$ cat src/rtl/irq_front_pkg.sv
package irq_front_pkg;
  typedef enum logic [1:0] {
    SRC_NONE = 2'd0,
    SRC_PIN  = 2'd1,
    SRC_TMR  = 2'd2
  } irq_src_e;
endpackage

$ cat src/rtl/irq_pin_edge.sv
module irq_pin_edge #(
  parameter int SYNC_STAGES = 2
) (
  input  logic clk_i,
  input  logic rst_ni,
  input  logic pin_i,
  input  logic mask_set_i,
  input  logic mask_clr_i,
  output logic lvl_o,
  output logic raise_o,
  output logic mask_o
);
  logic [SYNC_STAGES-1:0] sync_q;
  logic prev_q, mask_q, rise;

  assign lvl_o   = sync_q[SYNC_STAGES-1];
  assign rise    = lvl_o & ~prev_q;
  assign raise_o = rise & ~mask_q;
  assign mask_o  = mask_q;

  always_ff @(posedge clk_i or negedge rst_ni) begin
    if (!rst_ni) begin
      sync_q <= '0;
      prev_q <= 1'b0;
      mask_q <= 1'b0;
    end else begin
      sync_q <= {sync_q[SYNC_STAGES-2:0], pin_i};
      prev_q <= lvl_o;
      // set wins over software clear
      if (rise || mask_set_i) mask_q <= 1'b1;
      else if (mask_clr_i)    mask_q <= 1'b0;
    end
  end
endmodule

$ cat src/rtl/irq_arbiter.sv
module irq_arbiter
  import irq_front_pkg::*;
(
  input  logic     clk_i,
  input  logic     rst_ni,
  input  logic     pin_raise_i,
  input  logic     tmr_ovf_i,
  input  logic     tflag_clr_i,
  input  logic     gie_set_i,
  input  logic     gie_clr_i,
  input  logic     reti_i,
  output logic     take_o,
  output irq_src_e src_o,
  output logic     gie_o,
  output logic     in_req_o,
  output logic     tmr_req_o,
  output logic     tflag_o
);
  logic gie_q, in_req_q, tmr_req_q, tflag_q;
  logic take_pin, take_tmr;

  assign take_pin = gie_q & in_req_q;
  assign take_tmr = gie_q & tmr_req_q & ~in_req_q;
  assign take_o   = take_pin | take_tmr;

  always_comb begin
    src_o = SRC_NONE;
    if (take_pin)      src_o = SRC_PIN;
    else if (take_tmr) src_o = SRC_TMR;
  end

  always_ff @(posedge clk_i or negedge rst_ni) begin
    if (!rst_ni) begin
      gie_q     <= 1'b0;
      in_req_q  <= 1'b0;
      tmr_req_q <= 1'b0;
      tflag_q   <= 1'b0;
    end else begin
      if (pin_raise_i)   in_req_q <= 1'b1;
      else if (take_pin) in_req_q <= 1'b0;

      if (tmr_ovf_i)     tmr_req_q <= 1'b1;
      else if (take_tmr) tmr_req_q <= 1'b0;

      if (tmr_ovf_i)        tflag_q <= 1'b1;
      else if (tflag_clr_i) tflag_q <= 1'b0;

      if (take_o)                   gie_q <= 1'b0;
      else if (reti_i || gie_set_i) gie_q <= 1'b1;
      else if (gie_clr_i)           gie_q <= 1'b0;
    end
  end

  assign gie_o     = gie_q;
  assign in_req_o  = in_req_q;
  assign tmr_req_o = tmr_req_q;
  assign tflag_o   = tflag_q;
endmodule

$ cat src/rtl/irq_pc_stack.sv
module irq_pc_stack #(
  parameter int DEPTH = 4,
  parameter int W     = 10
) (
  input  logic         clk_i,
  input  logic         rst_ni,
  input  logic         push_i,
  input  logic         pop_i,
  input  logic [W-1:0] data_i,
  output logic [W-1:0] top_o
);
  logic [W-1:0] st_q [DEPTH];

  for (genvar i = 0; i < DEPTH; i++) begin : g_lvl
    logic [W-1:0] from_above, from_below;
    if (i == 0) begin : g_first
      assign from_above = data_i;
    end else begin : g_mid_a
      assign from_above = st_q[i-1];
    end
    if (i == DEPTH-1) begin : g_last
      assign from_below = '0;
    end else begin : g_mid_b
      assign from_below = st_q[i+1];
    end

    always_ff @(posedge clk_i or negedge rst_ni) begin
      if (!rst_ni) begin
        st_q[i] <= '0;
      end else if (push_i && pop_i) begin
        if (i == 0) st_q[i] <= data_i;
      end else if (push_i) begin
        st_q[i] <= from_above;
      end else if (pop_i) begin
        st_q[i] <= from_below;
      end
    end
  end

  assign top_o = st_q[0];
endmodule

$ cat src/rtl/irq_front_ctrl.sv
module irq_front_ctrl
  import irq_front_pkg::*;
#(
  parameter int NUM_PINS    = 2,
  parameter int SYNC_STAGES = 2,
  parameter int PAGE_W      = 4,
  parameter int ADDR_W      = 6,
  parameter int PIN_PAGE    = 1,
  parameter int TMR_PAGE    = 0,
  parameter int STACK_DEPTH = 4,
  localparam int PC_W       = PAGE_W + ADDR_W
) (
  input  logic                clk_i,
  input  logic                rst_ni,
  input  logic [NUM_PINS-1:0] pin_i,
  input  logic                tmr_ovf_i,
  input  logic [NUM_PINS-1:0] mask_set_i,
  input  logic [NUM_PINS-1:0] mask_clr_i,
  input  logic                tflag_clr_i,
  input  logic                gie_set_i,
  input  logic                gie_clr_i,
  input  logic                ret_i,
  input  logic                reti_i,
  input  logic [PC_W-1:0]     pc_i,
  output logic                take_o,
  output logic [PC_W-1:0]     vec_o,
  output logic                push_o,
  output logic                gie_o,
  output logic                in_req_o,
  output logic                tmr_req_o,
  output logic                tflag_o,
  output logic [NUM_PINS-1:0] mask_o,
  output logic [NUM_PINS-1:0] pin_lvl_o,
  output logic [PC_W-1:0]     stack_top_o
);
  localparam logic [PC_W-1:0] ADDR_LAST = PC_W'((1 << ADDR_W) - 1);
  localparam logic [PC_W-1:0] PIN_VEC   = PC_W'(PIN_PAGE << ADDR_W) | ADDR_LAST;
  localparam logic [PC_W-1:0] TMR_VEC   = PC_W'(TMR_PAGE << ADDR_W) | ADDR_LAST;

  logic [NUM_PINS-1:0] raise;
  irq_src_e src;

  for (genvar p = 0; p < NUM_PINS; p++) begin : g_pin
    irq_pin_edge #(.SYNC_STAGES(SYNC_STAGES)) u_edge (
      .clk_i      (clk_i),
      .rst_ni     (rst_ni),
      .pin_i      (pin_i[p]),
      .mask_set_i (mask_set_i[p]),
      .mask_clr_i (mask_clr_i[p]),
      .lvl_o      (pin_lvl_o[p]),
      .raise_o    (raise[p]),
      .mask_o     (mask_o[p])
    );
  end

  irq_arbiter u_arb (
    .clk_i       (clk_i),
    .rst_ni      (rst_ni),
    .pin_raise_i (|raise),
    .tmr_ovf_i   (tmr_ovf_i),
    .tflag_clr_i (tflag_clr_i),
    .gie_set_i   (gie_set_i),
    .gie_clr_i   (gie_clr_i),
    .reti_i      (reti_i),
    .take_o      (take_o),
    .src_o       (src),
    .gie_o       (gie_o),
    .in_req_o    (in_req_o),
    .tmr_req_o   (tmr_req_o),
    .tflag_o     (tflag_o)
  );

  always_comb begin
    unique case (src)
      SRC_PIN: vec_o = PIN_VEC;
      SRC_TMR: vec_o = TMR_VEC;
      default: vec_o = '0;
    endcase
  end

  assign push_o = take_o;

  irq_pc_stack #(.DEPTH(STACK_DEPTH), .W(PC_W)) u_stack (
    .clk_i  (clk_i),
    .rst_ni (rst_ni),
    .push_i (push_o),
    .pop_i  (ret_i | reti_i),
    .data_i (pc_i),
    .top_o  (stack_top_o)
  );
endmodule

$ cat config.mk
export PLATFORM = sky130hd
export DESIGN_NAME = irq_front_ctrl
export DESIGN_NICKNAME = d
export VERILOG_FILES = /design/src/rtl/irq_front_pkg.sv /design/src/rtl/irq_pin_edge.sv /design/src/rtl/irq_arbiter.sv /design/src/rtl/irq_pc_stack.sv /design/src/rtl/irq_front_ctrl.sv
export SDC_FILE = /design/constraint.sdc
export NUM_CORES = 1
export LEC_CHECK = 0
export CELL_PAD_IN_SITES_DETAIL_PLACEMENT = 1
export CELL_PAD_IN_SITES_GLOBAL_PLACEMENT = 2
export CORE_MARGIN = 2
export CORE_UTILIZATION = 30
export DETAILED_ROUTE_END_ITERATION = 8
export MAX_ROUTING_LAYER = met4
export PLACE_DENSITY = 0.81
export SLEW_MARGIN = 40
export SYNTH_ARGS = -nofsm -noshare
export SYNTH_HDL_FRONTEND = slang
export SYNTH_SLANG_ARGS = --single-unit
$ cat constraint.sdc
create_clock -name clk_i -period 2.2 [get_ports clk_i]
set_clock_uncertainty 0.1 [all_clocks]
set_input_delay 0.66 -clock clk_i [delete_from_list [all_inputs] [get_ports clk_i]]
set_output_delay 0.66 -clock clk_i [all_outputs]
set_load 0.02 [all_outputs]
# --- Yosys cells after proc, flatten, opt, wreduce, memory -nomap -nowiden ---
# Index checks and enable logic that the tools add are counted.
word_totals:
  output_inout_bits: 30
  regBits: 52
  word_cells: 70
op_classes:
  bitwise_logic: 15
  n_mux: 25
  n_reduce_logical: 14
  n_eq_ne: 2
op_table:
  columns: ["cell", "n"]
  rows:
  - ["2-to-1 mux 10 bit", 9]
  - ["case mux 7 bit (2 select lines)", 1]
  - ["2-to-1 mux 1 bit", 13]
  - ["nonzero test 2 bit", 6]
  - ["bitwise AND 1 bit", 7]
  - ["inverter 1 bit", 6]
  - ["nonzero test 3 bit", 2]
  - ["2-to-1 mux 2 bit", 2]
  - ["logical OR 1 bit", 3]
  - ["== test 2 x 1 -> 1 bit, second input constant", 1]
  - ["== test 2 bit, second input constant", 1]
  - ["OR 1 bit", 2]
  - ["AND reduction 2 bit", 1]
  - ["OR reduction 2 bit", 1]
  - ["logical AND 1 bit", 1]

# --- Depth between registers and ports, before layout ---
# Gate-level depths: netlist (run 1).
depth:
  word_depth: 6
  mapped_depth: 7
  depth_no_buf: 4

# --- Cells and area by module ---
# Synthesis (run 1) repeated with hierarchy kept, for this count alone.
hier_totals:
  hier_cells: 229
  area_unflattened_um2: 2351.0
modules_own_cells:
  columns: ["module", "area_each_um2", "cells_each", "seq_area_each_um2", "n_inst"]
  rows:
  - ["irq_pc_stack", 1810.5, 180, 1001.0, 1]
  - ["irq_pin_edge", 125.1, 8, 100.1, 2]
  - ["irq_arbiter", 186.4, 18, 100.1, 1]
  - ["irq_front_ctrl", 103.8, 15, 0.0, 1]

# --- Least setup slack after synthesis (run 1) ---
# Ideal clock, no wire load.
synth_path:
  kind: "register to output"
  from: "reg u_arb.tmr_req_q, in the netlist u_arb.tmr_req_o"
  to: "out take_o"
  n_path_buf: 2
  arrival_ns: 1.146
  t_required_ns: 1.440
  setup_slack_ns: 0.294
  path_stages_with_launch: 5
  path_cell_list: "dfrtp_1 > o21ai_4 > inv_4 > buf_4 > buf_4"
synth_between:
  elab_chain_len: 3
synth_lines:
  columns: ["element", "line_no", "source"]
  rows:
  - ["start: declaration", "irq_arbiter.sv:19", "logic gie_q, in_req_q, tmr_req_q, tflag_q;"]
  - ["start signal: assignment", "irq_arbiter.sv:36", "tmr_req_q <= 1'b0;"]
  - ["start signal: assignment", "irq_arbiter.sv:42", "if (tmr_ovf_i) tmr_req_q <= 1'b1;"]
  - ["start signal: assignment", "irq_arbiter.sv:43", "else if (take_tmr) tmr_req_q <= 1'b0;"]
  - ["bitwise AND 1 bit (2 in series)", "irq_arbiter.sv:23", "assign take_tmr = gie_q & tmr_req_q & ~in_req_q;"]
  - ["OR 1 bit", "irq_arbiter.sv:24", "assign take_o = take_pin | take_tmr;"]
  - ["end: declaration", "irq_front_ctrl.sv:25", "output logic take_o,"]
# Every way passes these cells.

# --- Worst setup path after layout (run 1) ---
layout_path:
  from: "reg u_arb.tmr_req_q, in the netlist u_arb.tmr_req_o"
  to: "out tmr_req_o"
layout_rtl:
  columns: ["element", "line_no", "source"]
  rows:
  - ["end: declaration", "irq_front_ctrl.sv:30", "output logic tmr_req_o,"]
# No word-level cell between the ends.

==> run metrics, run 1 <==
status=completed; Setup Viol. Count Final=0; initial drt markers=77; crit-path max cell delay=630 ps; max-slew violations=0; first-pass GRT wire length=8600 um; setup repair after global routing missed its margin=false; r2r setup slk=150 ps; initial antenna violation count=0; crit path kind=reg -> out; share of cells above drive strength 1=11.9%; PD cells=1430 nW/um^2; CP max-delay cell=clkdlybuf4s50_1; Primary FF master, synth=dfrtp_1; Die H=93.0 um; synthesized-area fraction occupied by xor and xnor cells=0%; Clock transition at path regs=100 ps; Clock Path Buffers=2; switching pwr=1.83 mW; Int Power=2.38 mW; worst-skew pair later-pin latency=310 ps; All-Layer GR Usage=12.8%; # diodes=0; Compound-Gate Fraction of Synth Area=15.6%; Switching Share=43.6%; Via-to-Cell Ratio=4.66; Clock Power Share=13.2%; Design Power=4.21 mW; top-count cell post-synth=dfrtp_1; via count=1842; Detail Route Antenna Nets=0; core footprint=7690 um^2; port bufs=50; Initial Util=30.9%; final worst path period need=2140 ps; sequential power share=38.8%; Die Wd=93.0 um; CTS Buf Count=5; combinational share of power=47.9%; placer's final routability congestion estimate=0.672; static leakage=1.27 nW; cell family contributing the most delay on the critical path=buffers and inverters; die area=8660 um^2; Post-synth ARST share=100%; Rows=32; Avg Inst Size Synth=9.29 um^2; vias in the first global route=1828; register area share after synthesis=54.7%; area grow syn2layout=23.7%; detailed placement HPWL=3360 um; Max Cap Viol=0; worst endpoint required time=1440 ps; GR Overflow Total=0; Hold Buf Count CTS=0; Hold Path Class=in -> async; first-pass detailed-route iteration total=4; Top Ports=54; Remaining DRCs=0; post-synth top area share=54.7%; CP Launch Type=flop; number of synthesized flops with an enable pin=0; synthesized instance count=256; htree depth=2; Final Hold Fails=0; Final Cycle Share=97.4%; worst hold slack=231 ps; multiplexer share of the synthesized area=0%; leading area contributor after synthesis=dfrtp_1; Setup crit end kind=output port; post-synthesis adder-cell area fraction=0.526%; most frequent cells after synthesis=dfrtp_1, nand2_1, nor2_1; DR WL/cell=13.3 um; final core occ=38.3%; Data arrival, critical path=1380 ps; Post-Synth Simple-Gate Area=17.5%; Buffers & Inverters on Critical Path=1; largest net degree at the start of global routing=61; leading post-synthesis cells by cell area=dfrtp_1, nand2_1, buf_4; cell area after synthesis=2380 um^2; Synth cell types=25; clk sinks=52; clock root buffer=clkbuf_8; CTS tree=done; critical-path cell list=clkdlybuf4s50_1; WL final=5260 um; critical path peak fanout=3; Final #Nets=317; largest family of logic cells by synthesized area=simple AND/OR/NAND/NOR gates; VDD IR-drop max=0.515 mV; fmax=0.467 GHz; YS warnings=0; register bit count reported by yosys=52
-- layer usage --
layer	up-vias	track usage, %	wire [um]
met1	915	16.2	2510
met3	7	2.50	180
li1	884	-	-
met2	36	20.8	2500
met4	0	4.04	70
met5	-	-	0
-- power groups by stage --
stage	clock network (mW)	logic, mW	registers [mW]
finish	0.557	2.02	1.64
global placement	0	2.07	1.65
global route	0.612	2.27	1.69
floorplan	0	1.41	1.73
CTS	0.593	2.08	1.64
detailed placement	0	2.12	1.66
-- cells in the final DEF (no fill, tap or decap), drive strengths merged, types with 10 or more instances in the layout --
cell	instances
nor2	22
a31oi	20
a21oi	23
clkdlybuf4s50	40
inv	16
o21ai	13
clkbuf	13
nor2b	11
nand3	10
dfrtp	52
nand2	50
-- kinds of logic (layout without fill, tap and decap cells) --
logic type,after synthesis,after routing
and+or+nand+nor,97,97
DFF,52,52
other,1,3
adders and majority gates,1,1
AOI/OAI and AO/OA,59,59
buffers and inverters,46,81
-- repair_timing --
item / CTS / global route
buffers inserted: 2 / 0
endpoints found under the setup margin: 10 / 8
gates cloned: 0 / 0
resized for setup: 11 / 15
-- sequential cells by signal (all words and copies together), names as in the netlist --
register,flops
g_pin.u_edge.mask_o,2
u_stack.top_o,10
u_stack.g_lvl.from_below,30
u_arb.gie_o,1
g_pin.u_edge.sync_q,4
u_arb.tflag_o,1
g_pin.u_edge.prev_q,2
u_arb.in_req_o,1
u_arb.tmr_req_o,1
-- area by class of cell --
type                    instances  area (um^2)
clock inverters                 3         23.8
clock buffers                   5         68.8
fillers                       902         4750
well taps                     102          128
repair buffers                 57          544
multi-input cells             160          812
flip-flops and latches         52         1300
inverters                      16         62.6
-- metrics by stage --
stage,setup slack [ps],TNS [ps],cells,cell area (um^2)
final,57.9,0,395,2940
after global routing,3.89,0,395,2940
after CTS,-11.4,-70.9,395,2970
after detailed placement,3.25,0,385,2870
after global placement,45.0,0,385,2870
after floorplan,294,0,258,2390
-- path summary, 6_finish.rpt --
check                                                    start                                          to  depth (start not counted)
max reg2reg                         u_arb.in_req_o$_DFFE_PN0P_  u_stack.g_lvl[2].from_below[4]$_DFFE_PN0P_                          7
min reg2reg                g_pin[1].u_edge.sync_q[0]$_DFF_PN0_         g_pin[1].u_edge.sync_q[1]$_DFF_PN0_                          0
min in group clk_i         g_pin[1].u_edge.sync_q[0]$_DFF_PN0_         g_pin[1].u_edge.sync_q[1]$_DFF_PN0_                          0
max                                u_arb.tmr_req_o$_DFFE_PN0P_                                   tmr_req_o                          1
max in group asynchronous                               rst_ni                     u_arb.gie_o$_DFFE_PN0P_                          2
min                                                     rst_ni          g_pin[1].u_edge.mask_o$_DFFE_PN0P_                          2
Power figures use the tool's default switching activity.
==> run 2, diff against run 1 <==
--- a/config.mk
+++ b/config.mk
@@ -8,11 +8,13 @@
 export CELL_PAD_IN_SITES_DETAIL_PLACEMENT = 1
 export CELL_PAD_IN_SITES_GLOBAL_PLACEMENT = 2
 export CORE_MARGIN = 2
-export CORE_UTILIZATION = 30
+export CORE_UTILIZATION = 31
 export DETAILED_ROUTE_END_ITERATION = 8
+export GPL_TIMING_DRIVEN = 0
 export MAX_ROUTING_LAYER = met4
 export PLACE_DENSITY = 0.81
 export SLEW_MARGIN = 40
 export SYNTH_ARGS = -nofsm -noshare
 export SYNTH_HDL_FRONTEND = slang
+export SYNTH_HIERARCHICAL = 1
 export SYNTH_SLANG_ARGS = --single-unit
==> run metrics, run 2 <==
static leakage=1.47 nW; top-count cell post-synth=dfrtp_1; Switching Share=41.2%; Data arrival, critical path=1580 ps; Setup crit end kind=output port; Detail Route Antenna Nets=0; Via-to-Cell Ratio=4.68; share of cells above drive strength 1=18.8%; YS warnings=6; most frequent cells after synthesis=dfrtp_1, mux2i_1, nor2_1; fmax=0.427 GHz; worst endpoint required time=1440 ps; Hold Path Class=in -> async; Largest register FFs=30; Max Cap Viol=0; initial drt markers=45; final worst path period need=2340 ps; Clock Path Buffers=2; crit path kind=reg -> out; area grow syn2layout=36.8%; Avg Inst Size Synth=10.3 um^2; htree depth=2; critical path startpoint=u_arb/in_req_o$_DFFE_PN0P_; cells on worst reg2reg path=8; initial antenna violation count=0; WL final=6020 um; port bufs=50; reg2reg start=u_arb/gie_o$_DFFE_PN0P_; cell area after synthesis=2350 um^2; Finished Layout Cells=391; Die H=91.1 um; Synth cell types=24; Setup Viol. Count Final=6; CTS tree=done; clk sinks=52; final worst slack=-141 ps; Initial Util=32.2%; critical path peak fanout=6; clock root buffer=clkbuf_8; via count=1829; Clock Power Share=11.0%; setup total negative slack=-708 ps; register area share after synthesis=55.3%; Clock transition at path regs=100 ps; Final Cycle Share=106%; failing checks=negative setup slack; register bit count reported by yosys=52; leading post-synthesis cells by cell area=dfrtp_1, mux2i_1, a21oi_1; placed cell count=381; # diodes=0; synthesized instance count=229; Rows=31; number of synthesized flops with an enable pin=0; PD cells=1500 nW/um^2; Hold Buf Count CTS=0; combinational share of power=55.0%; worst-skew pair later-pin latency=300 ps; max-slew violations=0; sequential power share=34.0%; CP Capture Point=vec_o[4]; core footprint=7290 um^2; Critical R2R Capture=u_stack/top_o[9]$_DFFE_PN0P_; vias in the first global route=1930; post-synth top area share=55.3%; Remaining DRCs=0; detailed placement HPWL=4120 um; GR Overflow Total=0; Final #Nets=318; die area=8300 um^2; placer's final routability congestion estimate=0.687; Top Ports=54; VDD IR-drop max=0.467 mV; Post-synth ARST share=100%; most common cell after layout, fill and taps aside=dfrtp_1; switching pwr=1.99 mW; CP Launch Type=flop; Int Power=2.84 mW; r2r setup slk=100 ps; DR WL/cell=15.4 um; setup repair after global routing missed its margin=true; largest net degree at the start of global routing=31; first-pass GRT wire length=9940 um; Final Hold Fails=0; Primary FF master, synth=dfrtp_1; status=finished, violations left; most frequent cells in the layout=dfrtp_1, clkdlybuf4s50_1, mux2i_1; Die Wd=91.1 um; All-Layer GR Usage=15.4%; CTS Buf Count=5; leading area contributor after synthesis=dfrtp_1; first-pass detailed-route iteration total=4
==> run 2: cell types whose count changed after synthesis, moves of 7 or more <==
cell	before	now
a21oi_2	8	1
a31oi_1	20	0
inv_1	15	22
mux2i_1	0	29
nand2_1	50	10
nor2b_1	11	0
o21ai_0	12	19
==> run 2: cells by family after synthesis <==
family / Yosys count / share of synthesized area [%]
buffers and inverters: 46 / 9.47
adders and majority gates: 3 / 1.60
DFF: 52 / 55.3
other: 1 / 0.160
and+or+nand+nor: 51 / 9.85
AOI/OAI and AO/OA: 47 / 11.2
muxes: 29 / 12.3
==> run 2: through the flow <==
| step | utilization [%] | hold WS, ps | worst slack, ps | power (mW) | cell area [um^2] |
|---|---|---|---|---|---|
| finish | 44.1 | 147 | -141 | 4.83 | 3220 |
| global route | 44.1 | 154 | -227 | 5.18 | 3220 |
| CTS | 43.3 | 148 | -210 | 4.74 | 3160 |
| detailed placement | 41.3 | 236 | -399 | 4.08 | 3010 |
| global placement | 41.0 | 232 | -1290 | 4.00 | 2990 |
| floorplan | - | 231 | 34.6 | 3.14 | 2370 |
==> run 2: layout make-up <==
cell class	count	area [um^2]
fill	859	4080
sequential	52	1300
multi-input combinational	133	885
timing repair buffer	54	536
buffer	23	198
tap	99	124
inverter	22	85.1
clock buffer	5	68.8
clock inverter	3	18.8
==> run 2: repair_timing <==
item / in CTS / in global routing
setup buffers: 3 / 0
endpoints found under the hold margin: 0 / 0
resized for setup: 54 / 23
endpoints found under the setup margin: 49 / 39
==> run 2: routing by layer <==
layer / GRT usage (%) / vias to the layer above / share of wire [%]
met3: 2.32 / 5 / 2.0
met1: 20.3 / 936 / 47
li1: - / 865 / -
met4: 3.79 / 0 / 0.86
met5: - / - / 0
met2: 25.1 / 23 / 50
==> run 2: worst max-delay path, stage by stage, from the launching register on <==
cell	delay, ps
dfrtp_1	430
and2_4	170
buf_4	130
ha_4	260
inv_4	40
buf_4	130
buf_6	120
==> run 2: worst min path at each step <==
stage | end | slack [ps]
after detailed placement | g_pin[1].u_edge/sync_q[1]$_DFF_PN0_ | 240
after floorplan | g_pin[0].u_edge/sync_q[1]$_DFF_PN0_ | 230
after global routing | g_pin[1].u_edge/prev_q$_DFF_PN0_ | 150
final | u_stack/top_o[7]$_DFFE_PN0P_ | 150
after CTS | g_pin[1].u_edge/mask_o$_DFFE_PN0P_ | 150
after global placement | g_pin[0].u_edge/sync_q[1]$_DFF_PN0_ | 230
==> run 2: power groups by stage <==
stage / combinational (mW) / clock (mW) / sequential, mW
finish: 2.65 / 0.533 / 1.64
detailed placement: 2.42 / 0 / 1.66
CTS: 2.55 / 0.560 / 1.64
global route: 2.88 / 0.596 / 1.71
floorplan: 1.42 / 0 / 1.72
global placement: 2.35 / 0 / 1.65
==> run 3, diff against run 2 <==
--- a/config.mk
+++ b/config.mk
@@ -10,6 +10,7 @@
 export CORE_MARGIN = 2
 export CORE_UTILIZATION = 31
 export DETAILED_ROUTE_END_ITERATION = 8
+export GPL_ROUTABILITY_DRIVEN = 0
 export GPL_TIMING_DRIVEN = 0
 export MAX_ROUTING_LAYER = met4
 export PLACE_DENSITY = 0.81
==> constraint.sdc (replaced) <==
create_clock -name clk_i -period 2.2 [get_ports clk_i]
set_clock_uncertainty 0.1 [all_clocks]
set_input_delay 0.66 -clock clk_i [delete_from_list [all_inputs] [get_ports clk_i]]
set_output_delay 0.66 -clock clk_i [all_outputs]
set_load 0.01 [all_outputs]
==> run metrics, run 3 (synthesis gave the netlist of run 2 again) <==
first-pass GRT wire length=9980 um; WL final=6160 um; Via-to-Cell Ratio=4.61; Design Power=4.74 mW; post-route design area=3250 um^2; max-slew violations=0; core footprint=7290 um^2; CTS tree=done; setup repair after global routing missed its margin=true; Setup Viol. Count Final=7; final worst slack=-138 ps; placed cell count=381; Clock Power Share=12.1%; Detail Route Antenna Nets=0; worst endpoint required time=1440 ps; clk sinks=52; Critical R2R Capture=u_stack/g_lvl[2].from_below[5]$_DFFE_PN0P_; Rows=31; final core occ=44.6%; Int Power=2.89 mW; setup total negative slack=-741 ps; Max Cap Viol=0; crit path kind=reg -> out; All-Layer GR Usage=15.9%; initial antenna violation count=0; fmax=0.428 GHz; failing checks=negative setup slack; Finished Layout Cells=394; worst-skew pair later-pin latency=310 ps; Clock Path Buffers=2; Setup crit end kind=output port; switching pwr=1.86 mW; Remaining DRCs=0; Final Cycle Share=106%; Die Wd=91.1 um; detailed placement HPWL=4130 um; largest net degree at the start of global routing=43; Post-Place Worst Slack=-568 ps; CTS Buf Count=5; status=finished, violations left; Switching Share=39.2%; die area=8300 um^2; first-pass detailed-route iteration total=6; Top Ports=54; via count=1817; Largest register FFs=30; reg2reg start=u_arb/in_req_o$_DFFE_PN0P_; dpl cell area=3000 um^2; Initial Util=32.2%; share of cells above drive strength 1=21.4%; CP Launch Type=flop; PD cells=1460 nW/um^2; cells on worst reg2reg path=10; htree depth=2; Final Hold Fails=0; Die H=91.1 um; most frequent cells in the layout=dfrtp_1, clkdlybuf4s50_1, mux2i_1; DR WL/cell=15.6 um; area grow syn2layout=38.3%; static leakage=1.47 nW; Hold Path Class=in -> async; # fillers=845; vias in the first global route=1902; # diodes=0; worst hold slack=79.9 ps; critical path peak fanout=6; Data arrival, critical path=1580 ps; combinational share of power=53.2%; final worst path period need=2340 ps; most common cell after layout, fill and taps aside=dfrtp_1; Hold Buf Count CTS=0; clock root buffer=clkbuf_8; Clock transition at path regs=100 ps; Final #Nets=321; initial drt markers=49; r2r setup slk=60 ps; GR Overflow Total=0; port bufs=50; sequential power share=34.8%; VDD IR-drop max=0.526 mV
-- run 3: power groups by stage --
stage	clock [mW]	sequential [mW]	combinational [mW]
final	0.573	1.65	2.52
after global routing	0.638	1.72	2.75
after CTS	0.598	1.64	2.33
after detailed placement	0	1.67	2.22
after global placement	0	1.65	2.14
after floorplan	0	1.63	1.31
-- run 3: layout make-up --
type | instances | area (um^2) | area share (%)
well taps | 99 | 124 | 3.81
plain buffers | 23 | 199 | 6.12
flip-flops and latches | 52 | 1300 | 40.1
clock buffers | 5 | 68.8 | 2.12
clock inverters | 3 | 26.3 | 0.808
repair buffers | 57 | 553 | 17.0
multi-input cells | 133 | 890 | 27.4
inverters | 22 | 87.6 | 2.69
-- run 3: worst max-delay path by stage --
stage,startpoint,to,slack [ps],cells after the start
2_1_floorplan,u_arb/gie_o$_DFFE_PN0P_,u_stack/g_lvl[0].from_below[0]$_DFFE_PN0P_,-70,9
6_report,u_arb/in_req_o$_DFFE_PN0P_,vec_o[3],-140,7
4_1_cts,u_arb/in_req_o$_DFFE_PN0P_,vec_o[1],-160,7
5_1_grt,u_arb/in_req_o$_DFFE_PN0P_,vec_o[3],-200,7
3_3_place_gp,rst_ni,u_stack/g_lvl[0].from_below[5]$_DFFE_PN0P_,-1300,1
3_5_place_dp,u_arb/gie_o$_DFFE_PN0P_,u_stack/g_lvl[0].from_below[6]$_DFFE_PN0P_,-570,9
-- run 3: routing by layer --
metal  vias up  global-route usage (%)  wire length (um)
li1        874                       -                 -
met1       902                    19.9              2780
met2        36                    26.0              3120
met3         5                    3.57               195
met4         0                    4.04                59
met5         -                       -                 0
-- run 3: worst max-delay path, stage by stage, from the launching register on --
cell	delay, ps
dfrtp_1	430
nand2b_4	170
nor2_4	100
inv_2	50
ha_4	270
inv_6	50
buf_6	100
buf_6	110
-- run 3: repair_timing --
item,4_1_cts,5_1_grt
buffers inserted,4,2
resized for setup,51,43
pin swaps,0,3
endpoints found under the setup margin,49,34
